[src/rtl/cop_esc_pkg.sv]
package cop_esc_pkg;
   typedef struct packed {
      logic wide;
      logic switched;
      logic emulate;
      logic monitor;
   } cop_flags_t;

   typedef enum logic [1:0] {
      ACT_NONE = 2'd0,
      ACT_FWD  = 2'd1,
      ACT_NM   = 2'd2,
      ACT_CERR = 2'd3
   } cop_act_e;
endpackage

[src/rtl/cop_esc_match.sv]
module cop_esc_match #(
   parameter int OPC_W = 8,
   parameter int PFX_W = 5,
   parameter logic [PFX_W-1:0] PFX = 5'b11011
) (
   input  logic [OPC_W-1:0] opc,
   output logic             hit
);
   // Escape prefix sits in the most significant bits of the opcode byte.
   assign hit = (opc[OPC_W-1 -: PFX_W] == PFX);
endmodule

[src/rtl/cop_cr0_flags.sv]
module cop_cr0_flags
   import cop_esc_pkg::*;
#(
   parameter int CR0_W   = 32,
   parameter int MON_POS = 1,
   parameter int EMU_POS = 2,
   parameter int SW_POS  = 3,
   parameter int WIDE_POS = 4
) (
   input  logic             clk,
   input  logic             rst_n,
   input  logic             err_n,
   input  logic             task_sw,
   input  logic             wr_en,
   input  logic [CR0_W-1:0] wr_data,
   output cop_flags_t       flags
);
   logic boot_q;

   always_ff @(posedge clk) begin
      if (!rst_n) begin
         flags  <= '0;
         boot_q <= 1'b1;
      end else begin
         boot_q <= 1'b0;
         if (wr_en) begin
            flags.monitor  <= wr_data[MON_POS];
            flags.emulate  <= wr_data[EMU_POS];
            flags.switched <= wr_data[SW_POS];
            flags.wide     <= wr_data[WIDE_POS];
         end else if (boot_q) begin
            // power-up detection: low error line means the wide part
            flags.wide <= ~err_n;
         end
         if (task_sw) flags.switched <= 1'b1;
      end
   end


   task_sets_switched_chk: assert property (@(posedge clk) disable iff (!rst_n)
      task_sw |=> flags.switched);
endmodule

[src/rtl/cop_trap_decide.sv]
module cop_trap_decide
   import cop_esc_pkg::*;
(
   input  logic       valid,
   input  logic       is_wait,
   input  logic       esc_hit,
   input  logic       chk_err,
   input  logic       err_n,
   input  cop_flags_t flags,
   output cop_act_e   act
);
   always_comb begin
      act = ACT_NONE;
      if (valid) begin
         if (is_wait) begin
            if (flags.monitor && flags.switched) act = ACT_NM;
         end else if (esc_hit) begin
            if (flags.emulate)            act = ACT_NM;
            else if (flags.switched)      act = ACT_NM;
            else if (chk_err && !err_n)   act = ACT_CERR;
            else                          act = ACT_FWD;
         end
      end
   end
endmodule

[src/rtl/cop_esc_gate.sv]
module cop_esc_gate
   import cop_esc_pkg::*;
#(
   parameter int OPC_W    = 8,
   parameter int PFX_W    = 5,
   parameter logic [PFX_W-1:0] ESC_PFX = 5'b11011,
   parameter int CR0_W    = 32,
   parameter int MON_POS  = 1,
   parameter int EMU_POS  = 2,
   parameter int SW_POS   = 3,
   parameter int WIDE_POS = 4,
   parameter bit REG_OUT  = 1'b1
) (
   input  logic             clk,
   input  logic             rst_n,
   input  logic             opc_valid,
   input  logic [OPC_W-1:0] opc_byte,
   input  logic             opc_is_wait,
   input  logic             chk_err,
   input  logic             cop_error_n,
   input  logic             task_switch,
   input  logic             cr0_we,
   input  logic [CR0_W-1:0] cr0_wdata,
   output logic             cop_fwd,
   output logic             nm_trap,
   output logic             cop_err,
   output logic             proto_wide
);
   localparam int MAX_POS = (MON_POS > EMU_POS ? MON_POS : EMU_POS) > (SW_POS > WIDE_POS ? SW_POS : WIDE_POS)
                            ? (MON_POS > EMU_POS ? MON_POS : EMU_POS) : (SW_POS > WIDE_POS ? SW_POS : WIDE_POS);

   if (PFX_W > OPC_W || PFX_W < 1) begin : g_bad_pfx
      $error("escape prefix width must be 1..OPC_W");
   end
   if (MAX_POS >= CR0_W) begin : g_bad_pos
      $error("flag bit position outside the control word");
   end

   cop_flags_t flags;
   logic       esc_hit;
   cop_act_e   act_d, act_q;

   cop_esc_match #(.OPC_W(OPC_W), .PFX_W(PFX_W), .PFX(ESC_PFX)) u_match (
      .opc (opc_byte),
      .hit (esc_hit)
   );

   cop_cr0_flags #(
      .CR0_W(CR0_W), .MON_POS(MON_POS), .EMU_POS(EMU_POS),
      .SW_POS(SW_POS), .WIDE_POS(WIDE_POS)
   ) u_flags (
      .clk     (clk),
      .rst_n   (rst_n),
      .err_n   (cop_error_n),
      .task_sw (task_switch),
      .wr_en   (cr0_we),
      .wr_data (cr0_wdata),
      .flags   (flags)
   );

   cop_trap_decide u_decide (
      .valid   (opc_valid),
      .is_wait (opc_is_wait),
      .esc_hit (esc_hit),
      .chk_err (chk_err),
      .err_n   (cop_error_n),
      .flags   (flags),
      .act     (act_d)
   );

   if (REG_OUT) begin : g_reg
      always_ff @(posedge clk) begin
         if (!rst_n) act_q <= ACT_NONE;
         else        act_q <= act_d;
      end


      other_opcode_silent_chk: assert property (@(posedge clk) disable iff (!rst_n)
         (!opc_valid || (!opc_is_wait && !esc_hit)) |=> (!cop_fwd && !nm_trap && !cop_err));

      emulate_traps_chk: assert property (@(posedge clk) disable iff (!rst_n)
         (opc_valid && !opc_is_wait && esc_hit && flags.emulate) |=> nm_trap);

      wait_unmonitored_chk: assert property (@(posedge clk) disable iff (!rst_n)
         (opc_valid && opc_is_wait && !flags.monitor) |=> !nm_trap);

      pending_error_chk: assert property (@(posedge clk) disable iff (!rst_n)
         (opc_valid && !opc_is_wait && esc_hit && !flags.emulate && !flags.switched
          && chk_err && !cop_error_n) |=> (cop_err && !cop_fwd));
   end else begin : g_comb
      assign act_q = act_d;
   end

   assign cop_fwd    = (act_q == ACT_FWD);
   assign nm_trap    = (act_q == ACT_NM);
   assign cop_err    = (act_q == ACT_CERR);
   assign proto_wide = flags.wide;
endmodule

[config.mk]
export PLATFORM = sky130hd
export DESIGN_NAME = cop_esc_gate
export DESIGN_NICKNAME = d
export VERILOG_FILES = /design/src/rtl/cop_esc_pkg.sv /design/src/rtl/cop_esc_match.sv /design/src/rtl/cop_cr0_flags.sv /design/src/rtl/cop_trap_decide.sv /design/src/rtl/cop_esc_gate.sv
export SDC_FILE = /design/constraint.sdc
export NUM_CORES = 1
export LEC_CHECK = 0
export BUFFER_PORTS_ARGS = -buffer_cell sky130_fd_sc_hd__buf_4
export CAP_MARGIN = 20
export CORE_AREA = 2 2 39 41
export CTS_CLUSTER_DIAMETER = 80
export DETAILED_ROUTE_END_ITERATION = 6
export DIE_AREA = 0 0 41 43
export PLACE_DENSITY = 0.69
export SYNTH_ARGS = -nofsm -noshare
export SYNTH_HDL_FRONTEND = slang
export SYNTH_SLANG_ARGS = --single-unit
[constraint.sdc]
create_clock -name clk -period 2.45 [get_ports clk]
set_input_delay 0.6125 -clock clk [delete_from_list [all_inputs] [get_ports clk]]
set_output_delay 0.6125 -clock clk [all_outputs]
set_load 0.01 [all_outputs]
# Word-level counts from Yosys, hierarchy flattened
# Index checks and enable logic that the tools add are counted.
dict set report word_totals {
  regBits 7
  out_inout_bits 4
}
dict set report op_classes {
  eq_ne 4
  n_mux 11
  bitwise_logic 1
  n_reduce_logical 6
}
# operator count
set ops {}
lappend ops {{2-to-1 mux 2 bit} 6}
lappend ops {{equality test 5 bit, second input constant} 1}
lappend ops {{equality test 2 bit, second input constant} 2}
lappend ops {{2-to-1 mux 1 bit} 4}
lappend ops {{nonzero test 2 bit} 2}
lappend ops {{2-to-1 mux 3 bit} 1}
lappend ops {{equality test 2 x 1 -> 1 bit, second input constant} 1}
lappend ops {{logical AND 1 bit} 2}
lappend ops {{AND reduction 2 bit} 1}
lappend ops {{zero test 1 bit} 1}
lappend ops {{NOT 1 bit} 1}

# Depth between registers and ports, before layout
# Gate-level depths: netlist of run 1.
dict set report depth {
  depth_word 7
  ltp_mapped 4
}

# Hierarchy
# From an unflattened synthesis of run 1, not the netlist that was laid out.
dict set report hier_totals {
  hier_cells 34
  area_unflattened_um2 345.3
}
# mod instances cells_each area_each_um2 seq_area_each_um2
set by_module_without_submodules {}
lappend by_module_without_submodules {cop_cr0_flags 1 18 186.4 100.1}
lappend by_module_without_submodules {cop_esc_gate 1 7 75.1 40.0}
lappend by_module_without_submodules {cop_trap_decide 1 7 66.3 0.0}
lappend by_module_without_submodules {cop_esc_match 1 2 17.5 0.0}

# Least setup slack after synthesis of run 1
# Ideal clock, no wire load.
dict set report synth_path {
  path_kind {input-to-reg}
  start {input chk_err}
  end {register act_q[1]}
  arrival_ns 1.009
  required_time_ns 2.322
  setup_slack_ns 1.314
  stages 3
  path_buffers 0
  cell_sequence {nor2b_1 o311ai_1 a21oi_1}
}
dict set report synth_via {
  elab_chain_len 6
}
# element line
set synth_rtl {}
lappend synth_rtl {{start: declaration} cop_esc_gate.sv:19} ;# input logic chk_err,
lappend synth_rtl {{logical AND 1 bit} cop_trap_decide.sv:20} ;# else if (chk_err && !err_n) act = ACT_CERR;
lappend synth_rtl {{2-to-1 mux 2 bit} cop_trap_decide.sv:20}
lappend synth_rtl {{2-to-1 mux 2 bit} cop_trap_decide.sv:19} ;# else if (flags.switched) act = ACT_NM;
lappend synth_rtl {{2-to-1 mux 2 bit} cop_trap_decide.sv:18} ;# if (flags.emulate) act = ACT_NM;
lappend synth_rtl {{2-to-1 mux 2 bit} cop_trap_decide.sv:17} ;# end else if (esc_hit) begin
lappend synth_rtl {{2-to-1 mux 2 bit} cop_trap_decide.sv:15} ;# if (is_wait) begin
lappend synth_rtl {{end signal: assignment} cop_esc_gate.sv:74} ;# else act_q <= act_d;
lappend synth_rtl {{end: declaration} cop_esc_gate.sv:41} ;# cop_act_e act_d, act_q;
# No other way between the ends.
# A chain may end at the register's enable or synchronous reset.

# Worst setup path after layout of run 1
dict set report layout_path {
  start {register act_q[0]}
  end {output cop_err}
}
dict set report layout_via {
  elab_chain_len 1
}
# element line
set layout_rtl {}
lappend layout_rtl {{equality test 2 bit} cop_esc_gate.sv:96} ;# assign cop_err = (act_q == ACT_CERR);
lappend layout_rtl {{end: declaration} cop_esc_gate.sv:26} ;# output logic cop_err,
# No other way between the ends.

==> metrics.md, run 1 <==
| Metric | Value |
|---|---|
| CTS Buf Count | `3` |
| Yosys top cell area share | `46.67%` |
| Final WS setup | `1000 ps` |
| Initial antenna violation count | `0` |
| Post-Synth Simple-Gate Area | `28.75%` |
| XOR/XNOR Fraction of Synth Area | `0%` |
| Clk Latency, worst-skew pair | `250 ps` |
| Area of the multi-input gates | `145.1 sq um` |
| Rows | `14` |
| Post-synthesis compound-gate area fraction | `12.92%` |
| RSZ-0062 raised after global routing | `false` |
| Met3 WL | `66 microns` |
| # IOs | `52` |
| Max-slew violations | `0` |
| GRT Resource Usage Total | `8.652%` |
| Synth Cell Area | `300.3 sq um` |
| Max Used Layer | `met3` |
| Post-route design area | `485.5 sq um` |
| Post-layout minimum cycle time | `1450 ps` |
| Worst r2r src | `u_flags.flags[2]` |
| Most common cell after layout, fill and taps aside | `buf_4` |
| Setup CP Type | `register to output port` |
| Metal2 WL | `322 microns` |
| GPL Wtd Cong | `0.7343` |
| Port buffer count | `20` |
| Worst setup SP type | `register` |
| Post-CTS Setup Inserts | `0` |
| Clock sinks | `7` |
| Final core utilization | `35.08%` |
| Average wire per standard cell | `9.662 microns` |
| Critical path arrival | `840 ps` |
| NumNets Final | `104` |
| Synthesized flop and latch total | `7` |
| Vias | `296` |
| Die Span X | `41 microns` |
| Area delta synth->final | `61.67%` |
| CP max stage cell | `dfxtp_1` |
| Switching pwr | `0.05959 mW` |
| Final hold violation count | `0` |
| Synth Area in Adders | `0%` |
| Initial DRC Count | `2` |
| ANT nets after route | `0` |
| Syn nets | `80` |
| Slew @ Worst Pin | `224.0 ps` |
| Max_cap viols | `0` |
| Crit-path max FO | `3` |
| Vias in the first global route | `254` |
| Wl on met1 | `297 microns` |
| Hold buffers post-CTS | `0` |
| Worst reg2reg path depth | `3` |
| Combinational share of power | `14.0%` |
| Mux cell area share after synthesis | `6.667%` |
| Setup Skew | `1.126 ps` |
| Initial Util | `21.70%` |
| Worst reg-to-reg setup slack | `1610 ps` |
| Number of setup violations in the final report | `0` |
| Die ar. | `1763 sq um` |
| Cell Count, Final, Fillers Out | `71` |
| Unique cell type count in the Yosys netlist | `17` |
| Global route overflow | `0` |
| Max incr delay on CP | `310 ps` |
| Seq. cell area | `140.1 sq um` |
| Pint | `0.2061 mW` |
| Clock power share | `39.8%` |
| Top cells by area, synth | `dfxtp_1 (47%), nor2b_1 (10%), mux2i_1 (6.7%)` |
| Pin count of the biggest net entering global routing | `7` |
| Setup TNS | `0 ps` |
| Reg power frac | `46.2%` |
| Warnings from Yosys | `0` |
| Hold slack final | `489.2 ps` |
| CTS tree | `done` |
| Max Fclk | `0.6898 GHz` |
| Inst Count DP | `67` |
| Peak VDD IR | `220.5 uV` |
| P_leak | `0.2412 nW` |
| Sequential fraction of the synthesis area | `46.67%` |
| Cts repair resizes | `0` |
| Clk root buf | `clkbuf_4` |
| Synth Area per Inst | `9.384 sq um` |
| R2r endpoint | `u_flags.flags[2]` |
| Total design power | `0.2657 mW` |
| Pwr dens | `547.2 nW/um^2` |
| DIE HEIGHT | `43 microns` |
| Htree depth | `1` |
| Worst Hold Depth | `2` |
| Main combinational cell family by area after synthesis | `simple AND/OR/NAND/NOR gates` |
| Drt via density | `4.169` |
| Worst min-delay path startpoint | `u_flags.flags[0]` |
| Most frequent cells in the layout | `buf_4 (20), dfxtp_1 (7), nor2b_1 (5)` |
| Worst hold path type | `register to register` |
| Endpoint class of the critical path | `output port` |
| First-pass GRT wire length | `1.000 mm` |
| Core Area | `1384 sq um` |
| Routed WL | `686 microns` |
| Post-DP Area | `459.2 sq um` |
| Status | `finished, final reports clean` |
| Relative max-transition margin | `84.83%` |
| CTS clock-pin slew for the worst setup and hold paths | `50 ps` |
| Pre-CTS WS | `1170 ps` |
| Filler instances | `153` |
| CP required | `1840 ps` |
| Switching part of the total | `22.43%` |
| Cell count after synthesis | `32` |
| DR pass1 iterations | `4` |
| Fin crit share | `59.18%` |
| Max clock buf depth | `2` |
| Share of layout cells above drive strength 1 | `43.64%` |
| Cell taking the most area after synthesis | `dfxtp_1` |
| Final HPWL DP | `548.9 microns` |
| Hold endpoint | `act_q[1]` |
| # DRC | `0` |
| Crit path cell chain | `and2_1 > buf_4` |
| # diodes | `0` |
[logic make-up after synthesis]
group,Yosys count
compound gates,5
simple gates,16
mux,2
flops,7
buf+inv,2
[worst max path at each step]
stage	from	to	slack (ps)
floorplan	chk_err	act_q[1]	1310
global placement	chk_err	act_q[1]	1160
detailed placement	chk_err	act_q[1]	1170
CTS	act_q[0]	cop_err	990
global route	act_q[0]	cop_fwd	950
finish	act_q[0]	cop_err	1000
[registers in the layout, indices dropped and copies added (netlist names)]
| name | cells |
|---|---|
| u_flags.flags | 4 |
| u_flags.boot_q | 1 |
| act_q | 2 |
[Yosys cell counts, drive strengths merged]
cell type,instances
a21oi,2
dfxtp,7
nand2,2
nor2,4
inv,1
nor2b,5
nand3,1
and4b,1
and2,1
nor3,1
a211o,1
o311ai,1
mux2i,2
a211oi,1
buf,1
and3,1
[per-layer routing]
metal / vias to the layer above / global-route usage [%]
met1: 126 / 11.33
met2: 15 / 11.25
li1: 155 / -
met4: 0 / 6.000
met5: - / 0
met3: 0 / 3.141
[worst max-delay path: cells and delay by family, from the launching register on]
family                 cells  cell delay [ps]
and+or+nand+nor            1              150
DFF                        1              310
buffers and inverters      1              130
[layout make-up]
type | instances | share of cell area, %
Tap cell | 16 | 4.124
Multi-Input combinational cell | 23 | 29.90
Sequential cell | 7 | 28.87
Timing Repair Buffer | 20 | 30.93
Inverter | 1 | 0.7732
Clock buffer | 4 | 5.412
[power by group through the flow]
stage | clock network (mW) | logic [mW] | registers, mW
CTS | 0.110 | 0.0377 | 0.123
finish | 0.106 | 0.0372 | 0.123
global placement | 0 | 0.0365 | 0.125
detailed placement | 0 | 0.0376 | 0.125
floorplan | 0 | 0.0147 | 0.125
global route | 0.115 | 0.0409 | 0.124
(Power assumes the default switching activity.)
==> run 2, diff against run 1 <==
Settings changed: CORE_AREA 2 2 39 41 to unset, CORE_UTILIZATION set to 22, DIE_AREA 0 0 41 43 to unset, PLACE_DENSITY 0.69 to 0.7.
Clock period 2.45 ns to 1.19 ns, I/O delays scaled along.
==> run 2 against run 1 <==
  * Via count down 0.34%
  * Power up 100%
  * Register-to-register slack worse by 1300 ps
  * Non-clock buffer count unchanged
  * Sequential cell count unchanged
  * Combinational power up 100%
  * Sequential power up 110%
  * First-iteration DRC count rose to 3.0 times the previous value
  * Final cell count down 2.8%
  * Sequential share of layout area up 0.14 points
  * Largest cell class unchanged
  * Largest power group unchanged
==> metrics.md, run 2 (synthesis results as in run 1) <==
| Metric | Value |
|---|---|
| Status | `finished, final reports clean` |
| Post-layout minimum cycle time | `1131 ps` |
| # DRC | `0 (unchanged)` |
| Cell Count, Final, Fillers Out | `69 (-2.8%)` |
| Top flop regs | `u_flags.flags (4), act_q (2), u_flags.boot_q (1)` |
| CTS Buf Count | `3 (unchanged)` |
| Initial Util | `25.32% (+3.6 points)` |
| DIE HEIGHT | `38.95 microns (-9.4%)` |
| Relative max-transition margin | `83.17% (-1.7 points)` |
| Filler instances | `129 (-16%)` |
| Top reg by flops | `u_flags.flags` |
| RSZ-0062 raised after global routing | `false` |
| Final hold violation count | `0 (unchanged)` |
| Slew @ Worst Pin | `248.5 ps (+24.54 ps)` |
| Combinational share of power | `14.0% (about the same)` |
| Clk Latency, worst-skew pair | `250 ps (about the same)` |
| Switching pwr | `0.1160 mW (+95%)` |
| Area delta synth->final | `63.75%` |
| # diodes | `0 (unchanged)` |
| Core Area | `1186 sq um (-14%)` |
| Htree depth | `1 (unchanged)` |
| Max reg flops | `4 (unchanged)` |
| Critical path arrival | `830 ps (about the same)` |
| Pin count of the biggest net entering global routing | `7 (unchanged)` |
| Hold buffers post-CTS | `0 (unchanged)` |
| Average wire per standard cell | `9.000 microns (-6.9%)` |
| Reg power frac | `46.8% (+0.6 points)` |
| Seq. cell area | `142.6 sq um (+1.8%)` |
| CP required | `890 ps (-950 ps)` |
| Final WS setup | `59.24 ps (-941.0 ps)` |
| Switching part of the total | `21.47% (-0.96 points)` |
| Fin crit share | `95.02%` |
| GPL Wtd Cong | `0.6752 (-8.0%)` |
| Initial antenna violation count | `0 (unchanged)` |
| DR pass1 iterations | `2 (-2)` |
| Clock sinks | `7 (unchanged)` |
| Die Span X | `38.95 microns (-5.0%)` |
| Routed WL | `621 microns (-9.5%)` |
| Endpoint class of the critical path | `output port` |
| Rows | `12 (-2)` |
| Pre-CTS WS | `203.5 ps (-966.3 ps)` |
| Vias in the first global route | `236 (-7.1%)` |
| # IOs | `52 (unchanged)` |
| Clock power share | `39.2% (-0.6 points)` |
| Hold slack final | `259.2 ps (-230.0 ps)` |
| Max Fclk | `0.8844 GHz` |
| NumNets Final | `104 (unchanged)` |
| Most frequent cells in the layout | `buf_4 (19), dfxtp_1 (5), nor2b_1 (4), nor2_1 (4), clkbuf_4 (3)` |
| Drt via density | `4.275 (+2.6%)` |
| Max clock buf depth | `2 (unchanged)` |
| Setup CP Type | `register to output port` |
| Setup Skew | `1.101 ps (-0.02479 ps)` |
| Most common cell after layout, fill and taps aside | `buf_4` |
| Clk root buf | `clkbuf_4` |
| Max-slew violations | `0 (unchanged)` |
| Max_cap viols | `0 (unchanged)` |
| First-pass GRT wire length | `931 microns (-6.9%)` |
| Worst setup SP type | `register` |
| Global route overflow | `0 (unchanged)` |
| Inst Count DP | `65 (-3.0%)` |
| P_leak | `0.2428 nW (+0.68%)` |
| Worst hold path type | `input pin to register` |
| Setup TNS | `0 ps (unchanged)` |
| Die ar. | `1517 sq um (-14%)` |
| Pint | `0.4242 mW (+110%)` |
| Vias | `295 (-0.34%)` |
| Share of layout cells above drive strength 1 | `49.09% (+5.5 points)` |
| Number of setup violations in the final report | `0 (unchanged)` |
| ANT nets after route | `0 (unchanged)` |
| Port buffer count | `20 (unchanged)` |
| Pwr dens | `1099 nW/um^2 (+100%)` |
| Initial DRC Count | `6 (+4)` |
| CTS clock-pin slew for the worst setup and hold paths | `50 ps (about the same)` |
| CTS tree | `done` |
| Area of the multi-input gates | `147.6 sq um (+1.7%)` |
| GRT Resource Usage Total | `10.14% (+1.5 points)` |
| Crit-path max FO | `3 (unchanged)` |
| Peak VDD IR | `784.8 uV (+260%)` |
-- run 2: cell types whose count changed in the layout (fill, tap and decap cells not counted) --
cell	before	now
dfxtp_1	7	5
dfxtp_2	0	2
buf_4	20	19
buf_6	0	1
nor2b_1	5	4
nor2b_2	0	1
-- run 2: per-layer routing --
| metal | track usage (%) | wire length [microns] | part of all wire [%] |
|---|---|---|---|
| met1 | 10.73 | 246 | 40 |
| met2 | 13.75 | 299 | 48 |
| met3 | 10.40 | 74 | 12 |
| met4 | 2.586 | 0 | 0 |
| met5 | 0 | 0 | 0 |
-- run 2: power by group through the flow --
stage,registers (mW),logic (mW),clock network [mW]
after floorplan,0.257,0.0303,0
after global placement,0.257,0.0752,0
final,0.253,0.0754,0.212
after detailed placement,0.258,0.0762,0
after global routing,0.254,0.0821,0.245
after CTS,0.253,0.0766,0.224
-- run 2: worst max-delay path, stage by stage (launching register included) --
cell and delay [ps]:
dfxtp_2 310, nor2b_2 140, buf_4 130
-- run 2: cell type report --
type,count,area share (%)
timing repair buffer,20,31.30
multi-input combinational,23,30.03
tap,14,3.562
inverter,1,0.7634
clock buffer,4,5.344
sequential,7,29.01
-- run 2: final timing paths --
kind / start / end / slack (ps) / cells after the start
worst max-delay path: act_q[0] / cop_fwd / 60 / 2
worst min-delay path: task_switch / u_flags.flags[2] / 260 / 3
worst max register to register: u_flags.flags[2] / act_q[1] / 350 / 2
worst min register to register: u_flags.flags[0] / act_q[1] / 480 / 2
-- run 2: stage by stage --
stage | utilization, % | area (sq um) | total power [mW]
final | 41.46 | 491.7 | 0.5403
after floorplan | - | 300.3 | 0.2877
after detailed placement | 38.50 | 456.7 | 0.3338
after global placement | 38.50 | 456.7 | 0.3326
after global routing | 41.46 | 491.7 | 0.5812
after CTS | 40.72 | 483.0 | 0.5532
-- run 2: repair_timing --
item                                    in CTS  in global routing
endpoints found under the setup margin       0                  2
buffers inserted                             0                  0
gates resized for setup                      0                  4
hold endpoints to repair                     0                  0
==> run 3, diff against run 2 <==
Settings changed: REMOVE_ABC_BUFFERS set to 1.
==> run 3 against run 2 <==
  * Final area down 1.0%
  * Die area unchanged
  * Fmax shrank 0.57%
  * Sequential power about the same
  * Power shrank 0.33%
  * Wire length is 4.2% lower
  * Clock-buffer cell count unchanged
  * Core utilization decreased by 0.42 points
  * Critical endpoint is now cop_err
==> metrics.md, run 3 (synthesis results as in run 1) <==
| Metric | Value |
|---|---|
| Status | `finished, final reports clean` |
| Area delta synth->final | `62.08%` |
| Global route overflow | `0 (unchanged)` |
| GPL Wtd Cong | `0.6842 (+1.3%)` |
| Total design power | `0.5385 mW (-0.33%)` |
| Top flop regs | `u_flags.flags (4), act_q (2), u_flags.boot_q (1)` |
| Setup TNS | `0 ps (unchanged)` |
| Peak VDD IR | `694.4 uV (-12%)` |
| Most common cell after layout, fill and taps aside | `buf_4` |
| Max reg flops | `4 (unchanged)` |
| Initial antenna violation count | `0 (unchanged)` |
| Hold slack final | `261.9 ps (+2.716 ps)` |
| Relative max-transition margin | `82.91% (-0.26 points)` |
| Top reg by flops | `u_flags.flags` |
| Endpoint class of the critical path | `output port` |
| Setup CP Type | `register to output port` |
| CTS tree | `done` |
| Worst hold path type | `input pin to register` |
| Final WS setup | `52.76 ps (-6.484 ps)` |
| CTS Buf Count | `3 (unchanged)` |
| Die ar. | `1517 sq um (unchanged)` |
| NumNets Final | `104 (unchanged)` |
| GRT Resource Usage Total | `9.677% (-0.47 points)` |
| Initial Util | `25.32% (unchanged)` |
| Critical path arrival | `840 ps (about the same)` |
| CP max stage cell | `dfxtp_1` |
| Clock sinks | `7 (unchanged)` |
| Filler instances | `132 (+2.3%)` |
| Slew @ Worst Pin | `252.3 ps (+3.786 ps)` |
| Crit-path max FO | `3 (unchanged)` |
| Max_cap viols | `0 (unchanged)` |
| Post-route design area | `486.7 sq um (-1.0%)` |
| DR pass1 iterations | `4 (+2)` |
| Routed WL | `595 microns (-4.2%)` |
| Vias in the first global route | `244 (+3.4%)` |
| # DRC | `0 (unchanged)` |
| ANT nets after route | `0 (unchanged)` |
| Max clock buf depth | `2 (unchanged)` |
| RSZ-0062 raised after global routing | `false` |
| Most frequent cells in the layout | `buf_4 (20), dfxtp_1 (6), nor2b_1 (4), nor2_1 (4), clkbuf_4 (3)` |
| Post-DP Area | `456.7 sq um (unchanged)` |
| Clk Latency, worst-skew pair | `250 ps (about the same)` |
| CTS clock-pin slew for the worst setup and hold paths | `50 ps (about the same)` |
| Core Area | `1186 sq um (unchanged)` |
| # diodes | `0 (unchanged)` |
| Post-layout minimum cycle time | `1137 ps (+6.484 ps)` |
| Cell Count, Final, Fillers Out | `69 (unchanged)` |
| Average wire per standard cell | `8.623 microns (-4.2%)` |
| Max incr delay on CP | `310 ps (about the same)` |
| Drt via density | `4.348 (+1.7%)` |
| Final hold violation count | `0 (unchanged)` |
| P_leak | `0.2416 nW (-0.50%)` |
| Rows | `12 (unchanged)` |
| Final core utilization | `41.03% (-0.42 points)` |
| CP required | `890 ps (about the same)` |
| Port buffer count | `20 (unchanged)` |
| # IOs | `52 (unchanged)` |
| Max-slew violations | `0 (unchanged)` |
| Pwr dens | `1106 nW/um^2 (+0.70%)` |
| First-pass GRT wire length | `883 microns (-5.2%)` |
| Fin crit share | `95.57% (+0.54 points)` |
| Inst Count DP | `65 (unchanged)` |
| Setup Skew | `0.9552 ps (-0.1457 ps)` |
| Max Fclk | `0.8793 GHz (-0.57%)` |
| Vias | `300 (+1.7%)` |
| Htree depth | `1 (unchanged)` |
| Clk root buf | `clkbuf_4` |
| Worst setup SP type | `register` |
| Number of setup violations in the final report | `0 (unchanged)` |
| Die Span X | `38.95 microns (unchanged)` |
| DIE HEIGHT | `38.95 microns (unchanged)` |
| Initial DRC Count | `5 (-1)` |
| Pre-CTS WS | `206.4 ps (+2.945 ps)` |
| Hold buffers post-CTS | `0 (unchanged)` |
| Share of layout cells above drive strength 1 | `47.27% (-1.8 points)` |
| Pin count of the biggest net entering global routing | `7 (unchanged)` |
| Crit path cell chain | `and2_1 > buf_4` |
==> run 3: cell types whose count changed in the layout (fill, tap and decap cells not counted) <==
cell and delta:
dfxtp_2 -1, dfxtp_1 +1, buf_6 -1, buf_4 +1
==> run 3: worst max-delay path, delay by kind of cell, from the launching register on <==
kind / cells / cell delay [ps]
flops: 1 / 310
simple gates: 1 / 150
buf+inv: 1 / 140
==> run 3: final timing paths <==
check / start / to / slack [ps] / cells past startpoint
setup reg to reg: u_flags.flags[2] / u_flags.flags[2] / 350 / 3
hold reg to reg: u_flags.flags[0] / act_q[1] / 480 / 2
hold / removal: task_switch / u_flags.flags[2] / 260 / 3
setup / recovery: act_q[0] / cop_err / 50 / 2
==> run 3: repair_timing <==
item,in CTS,in global routing
buffers inserted,0,0
setup endpoints to repair,0,1
resized for setup,0,2
==> run 3: report_power, final <==
part	total (mW)	internal, mW	leakage [nW]	switching [mW]
logic	0.0753	0.0504	0.168	0.0248
registers	0.253	0.246	0.0583	0.00668
clock network	0.210	0.128	0.0150	0.0828
==> run 3: layout make-up <==
type                            instances  area [sq um]  share of cell area (%)
Multi-Input combinational cell         23         147.6                   30.33
Timing Repair Buffer                   20         150.1                   30.85
Inverter                                1         3.754                  0.7712
Tap cell                               14         17.52                   3.599
Clock buffer                            4         26.28                   5.398
Sequential cell                         7         141.4                   29.05
==> run 3: routing by layer <==
layer | vias up | routed length (microns) | track usage, %
li1 | 156 | - | -
met1 | 131 | 221 | 8.333
met2 | 13 | 306 | 15.00
met3 | 0 | 67 | 10.40
met4 | 0 | 0 | 2.586
met5 | - | 0 | 0
